$ cat src/rtl/i2c_byte_seq.sv
module i2c_byte_seq #(
  parameter int W = 8
) (
  input  logic         clk,
  input  logic         rst_n,
  input  logic         cmd_valid,
  output logic         cmd_ready,
  input  logic         cmd_start,
  input  logic         cmd_stop,
  input  logic         cmd_write,
  input  logic         cmd_read,
  input  logic         cmd_nack,
  input  logic [W-1:0] tx_byte,
  output logic         done,
  output logic         busy,
  output logic [W-1:0] rx_byte,
  output logic         rx_ack_n,
  output logic         arb_lost,
  output logic         bit_req,
  output logic [2:0]   bit_cmd,
  output logic         bit_din,
  input  logic         bit_ack,
  input  logic         bit_dout,
  input  logic         bit_arb_lost
);
  localparam int CW = (W > 1) ? $clog2(W) : 1;
  localparam logic [CW-1:0] LAST = CW'(W - 1);
  localparam logic [2:0] BC_NONE = 3'd0, BC_START = 3'd1, BC_STOP = 3'd2,
                         BC_WRITE = 3'd3, BC_READ = 3'd4;

  typedef enum logic [2:0] {S_IDLE, S_START, S_WR, S_RD, S_ACK, S_STOP} st_t;

  st_t           st;
  logic          f_stop, f_wr, f_rd, f_nack;
  logic [W-1:0]  sh;
  logic [CW-1:0] cnt;
  logic          accept;

  function automatic st_t phase_after_start(input logic wr, input logic rd, input logic stp);
    if (wr)       return S_WR;
    else if (rd)  return S_RD;
    else if (stp) return S_STOP;
    else          return S_IDLE;
  endfunction

  assign cmd_ready = (st == S_IDLE) && !bit_arb_lost;
  assign accept    = cmd_valid && cmd_ready;
  assign busy      = (st != S_IDLE);
  assign bit_req   = busy;

  always_comb begin
    bit_cmd = BC_NONE;
    bit_din = 1'b1;
    case (st)
      S_START: bit_cmd = BC_START;
      S_WR:    begin bit_cmd = BC_WRITE; bit_din = sh[W-1]; end
      S_RD:    bit_cmd = BC_READ;
      S_ACK:   if (f_rd) begin bit_cmd = BC_WRITE; bit_din = f_nack; end
               else bit_cmd = BC_READ;
      S_STOP:  bit_cmd = BC_STOP;
      default: bit_cmd = BC_NONE;
    endcase
  end

  always_ff @(posedge clk) begin
    if (!rst_n) begin
      st <= S_IDLE;
      f_stop <= 1'b0; f_wr <= 1'b0; f_rd <= 1'b0; f_nack <= 1'b0;
      sh <= '0; cnt <= '0;
      rx_byte <= '0; rx_ack_n <= 1'b0; arb_lost <= 1'b0; done <= 1'b0;
    end else begin
      done <= 1'b0;
      if (bit_arb_lost) begin
        arb_lost <= 1'b1;
        if (st != S_IDLE) done <= 1'b1;
        st <= S_IDLE;
        f_stop <= 1'b0; f_wr <= 1'b0; f_rd <= 1'b0;
        cnt <= '0;
      end else if (accept) begin
        f_wr     <= cmd_write;
        f_rd     <= cmd_read && !cmd_write;
        f_stop   <= cmd_stop;
        f_nack   <= cmd_nack;
        sh       <= tx_byte;
        cnt      <= '0;
        rx_ack_n <= 1'b0;
        arb_lost <= 1'b0;
        if (cmd_start) st <= S_START;
        else begin
          st <= phase_after_start(cmd_write, cmd_read, cmd_stop);
          if (!cmd_write && !cmd_read && !cmd_stop) done <= 1'b1;
        end
      end else if (bit_ack && st != S_IDLE) begin
        case (st)
          S_START: begin
            st <= phase_after_start(f_wr, f_rd, f_stop);
            if (!f_wr && !f_rd && !f_stop) done <= 1'b1;
          end
          S_WR: begin
            sh <= {sh[W-2:0], 1'b0};
            if (cnt == LAST) begin cnt <= '0; st <= S_ACK; end
            else cnt <= cnt + 1'b1;
          end
          S_RD: begin
            sh <= {sh[W-2:0], bit_dout};
            if (cnt == LAST) begin
              cnt <= '0;
              rx_byte <= {sh[W-2:0], bit_dout};
              st <= S_ACK;
            end else cnt <= cnt + 1'b1;
          end
          S_ACK: begin
            if (f_wr) rx_ack_n <= bit_dout;
            if (f_stop) st <= S_STOP;
            else begin st <= S_IDLE; done <= 1'b1; end
          end
          S_STOP: begin
            st <= S_IDLE;
            f_stop <= 1'b0;
            done <= 1'b1;
          end
          default: st <= S_IDLE;
        endcase
      end
    end
  end

  assert_hold_cmd_R9: assert property (@(posedge clk) disable iff (!rst_n)
    (bit_req && !bit_ack && !bit_arb_lost) |=> (bit_req && $stable(bit_cmd) && $stable(bit_din)));

  assert_ack_cleared_R8: assert property (@(posedge clk) disable iff (!rst_n)
    accept |=> !rx_ack_n);

  assert_rx_only_on_read_R8: assert property (@(posedge clk) disable iff (!rst_n)
    !$stable(rx_byte) |-> $past(bit_cmd == BC_READ && bit_ack));

  assert_done_on_finish_R7: assert property (@(posedge clk) disable iff (!rst_n)
    $fell(busy) |-> done);

  assert_arb_idle_R10: assert property (@(posedge clk) disable iff (!rst_n)
    $rose(arb_lost) |-> !bit_req);

  assert_ready_idle_R2: assert property (@(posedge clk) disable iff (!rst_n)
    cmd_ready |-> !busy);
endmodule

$ cat config.mk
export PLATFORM = sky130hd
export DESIGN_NAME = i2c_byte_seq
export DESIGN_NICKNAME = d
export VERILOG_FILES = /design/src/rtl/i2c_byte_seq.sv
export SDC_FILE = /design/constraint.sdc
export NUM_CORES = 1
export LEC_CHECK = 0
export ABC_AREA = 1
export CAP_MARGIN = 40
export CORE_MARGIN = 1.5
export CORE_UTILIZATION = 35
export CTS_CLUSTER_SIZE = 10
export DETAILED_ROUTE_END_ITERATION = 12
export PLACE_DENSITY = 0.57
export SLEW_MARGIN = 20
export SYNTH_ARGS = -nofsm -noshare
export SYNTH_HDL_FRONTEND = slang
export SYNTH_SLANG_ARGS = --single-unit
$ cat constraint.sdc
create_clock -name clk -period 4.25 [get_ports clk]
set_clock_uncertainty 0.15 [all_clocks]
set_input_delay 0.85 -clock clk [delete_from_list [all_inputs] [get_ports clk]]
set_output_delay 0.85 -clock clk [all_outputs]
set_load 0.05 [all_outputs]
==> flow_summary.yaml <==
sta:
  period_minus_slack_ps: 3500
  finalSetupViolations: 0
  rsz0062_at_grt: "false"
  setup_ws_ps: 755
  slew_headroom_pct: 66.3
  holdWs_ps: 317
  fmax_mhz: 286
  finalCritPeriodShare_pct: 82.2
  drv_slew: 0
  setup-tns-final_ps: 0
  finalHoldViolations: 0
  tightestPinTransition_ps: 504
logic_synthesis:
  synthArstFlopShare_pct: 0
  synth_ff_type: "dfxtp_1"
  synth_edf_count: 0
  yosys_register_bits: 29
  yosysWarnings: 0
  avgSynthCellArea_um2: 6.47
  syn-cell-area_um2: 1610
  syn_inst: 248
  yosysSeqAreaShare_pct: 36.2
  synth_cell_types: 27
  syn-num-nets: 272
clock_tree:
  tritoncts: "yes"
  cts_resized: 0
  htreeDepth: 2
  root_buffer: "clkbuf_8"
  clockBufferDepth: 2
  clock_latency_ps: 280
  cts.sinks: 29
  cts.clk_slew.worst_paths_ps: 70
  cts_buffers: 5
  cts_hold_buffers: 0
  postCtsSetupBuffers: 0
status:
  status: "complete, no violations"
place:
  dp_hpwl_um: 3020
  placed_cell_area_um2: 2010
  routabilityCongestion: 0.895
  place_inst: 332
  dpl_worst_slack_ps: 742
  io_buffers: 36
power:
  seq_power_share_pct: 39.2
  ir_worst_vdd_mv: 0.171
  switching_share_pct: 29.3
  p_switching_mw: 0.220
  internal_power_mw: 0.529
  finalPower_mw: 0.749
  pwr-share-comb_pct: 19.9
  power_leakage_nw: 0.952
  p_per_area_nw_per_um2: 352
  clkPwrFrac_pct: 40.9
setup_path:
  path_cells: "clkdlybuf4s50_1 > inv_1 > nand3_1 > inv_1 > clkdlybuf4s50_1"
  r2r-start: "st[0]"
  r2r_slack_ps: 2430
  crit_type: "input port to output port"
  timing.rr.end: "st[0]"
  worstPathMaxFanout: 5
  critPathTopFamily: "buffers and inverters"
  required_ps: 3250
  slowest_stage: "clkdlybuf4s50_1"
  critPathBufInv: 4
  r2r_cells: 7
  crit_path_start_kind: "input port"
  cp.arrival_ps: 2500
  worstSetupEndpointType: "output port"
  critical-path-max-stage-delay_ps: 790
global_route:
  grt_pass1_vias: 1600
  antenna_found_initial: 0
  grt_pass1_wl_um: 6870
  grt_max_degree: 27
  gr-total-overflow: 0
  track_usage_pct: 17.0
die:
  core_um2: 4380
  rows: 24
  die_h_um: 70.7
  initial_core_util_pct: 36.6
  die_w_um: 70.7
  io_pins: 37
  dieArea_um2: 5000
routing:
  dr.pass1.iters: 4
  drt_iter0_drc: 76
  vias_per_cell: 4.82
  wl_um: 3940
  wl_per_cell_um: 11.6
  num_vias: 1639
  drc: 0
  ant_nets: 0
worst_hold_path:
  worstHoldStart: "f_nack"
  min_to: "f_nack"
  hp-class: "flip-flop to flip-flop"
  hold_path_depth: 2
finish:
  syn_to_final_growth_pct: 32.7
  drive_gt1_share_pct: 7.29
  regArea_um2: 581
  fin_area_um2: 2130
  fillers: 468
  nets: 311
  final_util_pct: 48.6
  multiInputGateArea_um2: 865
  final_cells: 340
  diodes: 0
flow_run:
  cap_violations: 0
-- registers in the layout, summed over array words and instances, names as in the netlist --
register	flops
f_stop	1
arb_lost	1
f_rd	1
f_wr	1
cnt	3
done	1
f_nack	1
rx_ack_n	1
sh	8
st	3
rx_byte	8
-- layout make-up --
cell class                      instances  area share (%)
Inverter                               35            6.17
Tap cell                               52            3.06
Clock buffer                            6            3.88
Timing Repair Buffer                   37            17.3
Clock inverter                          2            1.76
Multi-Input combinational cell        179            40.6
Sequential cell                        29            27.3
-- tightest hold or removal path: cells and delay by family (launching register included) --
kind	cells	cell delay (ps)
flops	1	310
simple gates	1	60
compound gates	1	50
-- cell usage after synthesis, types with 2 or more instances --
library cell / n / area share (%)
a21oi_1: 12 / 3.7
buf_2: 2 / 0.62
buf_4: 2 / 0.94
dfxtp_1: 29 / 36
ha_1: 5 / 3.9
inv_1: 32 / 7.5
inv_2: 3 / 0.70
nand2_1: 59 / 14
nand3_1: 14 / 4.4
nand3_2: 2 / 1.2
nor2_1: 42 / 9.8
nor2_4: 2 / 1.4
nor3_1: 10 / 3.1
o21ai_0: 21 / 6.5
-- power by group through the flow --
stage          Clock (mW)  Sequential (mW)  Combinational (mW)
2_1_floorplan           0            0.304              0.0958
3_3_place_gp            0            0.299               0.150
3_5_place_dp            0            0.300               0.150
4_1_cts             0.311            0.293               0.150
5_1_grt             0.323            0.295               0.168
6_report            0.307            0.293               0.149
-- metal layers --
| layer | global-route usage [%] | wire length (µm) | up-vias |
|---|---|---|---|
| met4 | 5.66 | 59 | 0 |
| met2 | 29.8 | 1880 | 37 |
| met3 | 4.13 | 160 | 8 |
| met5 | 0 | 0 | - |
| li1 | - | - | 871 |
| met1 | 20.2 | 1840 | 723 |
-- logic make-up (layout without fill, tap and decap cells) --
group,Yosys count,count (layout),synth area share [%]
AO/OA/AOI/OAI,40,40,13.3
adder cells (fa/ha/maj),5,5,3.90
flip-flops,29,29,36.2
AND/OR/NAND/NOR,134,134,36.6
buffers and inverters,40,80,9.98
-- worst max path at each step --
| stage | startpoint | endpoint | slack, ps | cells past startpoint |
|---|---|---|---|---|
| 2_1_floorplan | st[1] | bit_din | 1690 | 4 |
| 3_3_place_gp | bit_arb_lost | cmd_ready | 770 | 5 |
| 3_5_place_dp | bit_arb_lost | cmd_ready | 740 | 5 |
| 4_1_cts | bit_arb_lost | cmd_ready | 740 | 5 |
| 5_1_grt | bit_arb_lost | cmd_ready | 660 | 5 |
| 6_report | bit_arb_lost | cmd_ready | 760 | 5 |
-- layout by cell type (no fill, tap or decap), drive strengths merged, types with 2 or more instances in the layout --
cell           Yosys  routed
ha                 5       5
nand3             16      16
dfxtp             29      29
nand4              2       2
inv               35      35
clkdlybuf4s50      0      36
clkbuf             1       6
a21oi             13      13
nand2             60      60
nor2              45      45
nor3              10      10
o21ai             22      22
No activity file was read; power rests on OpenSTA's default activity.
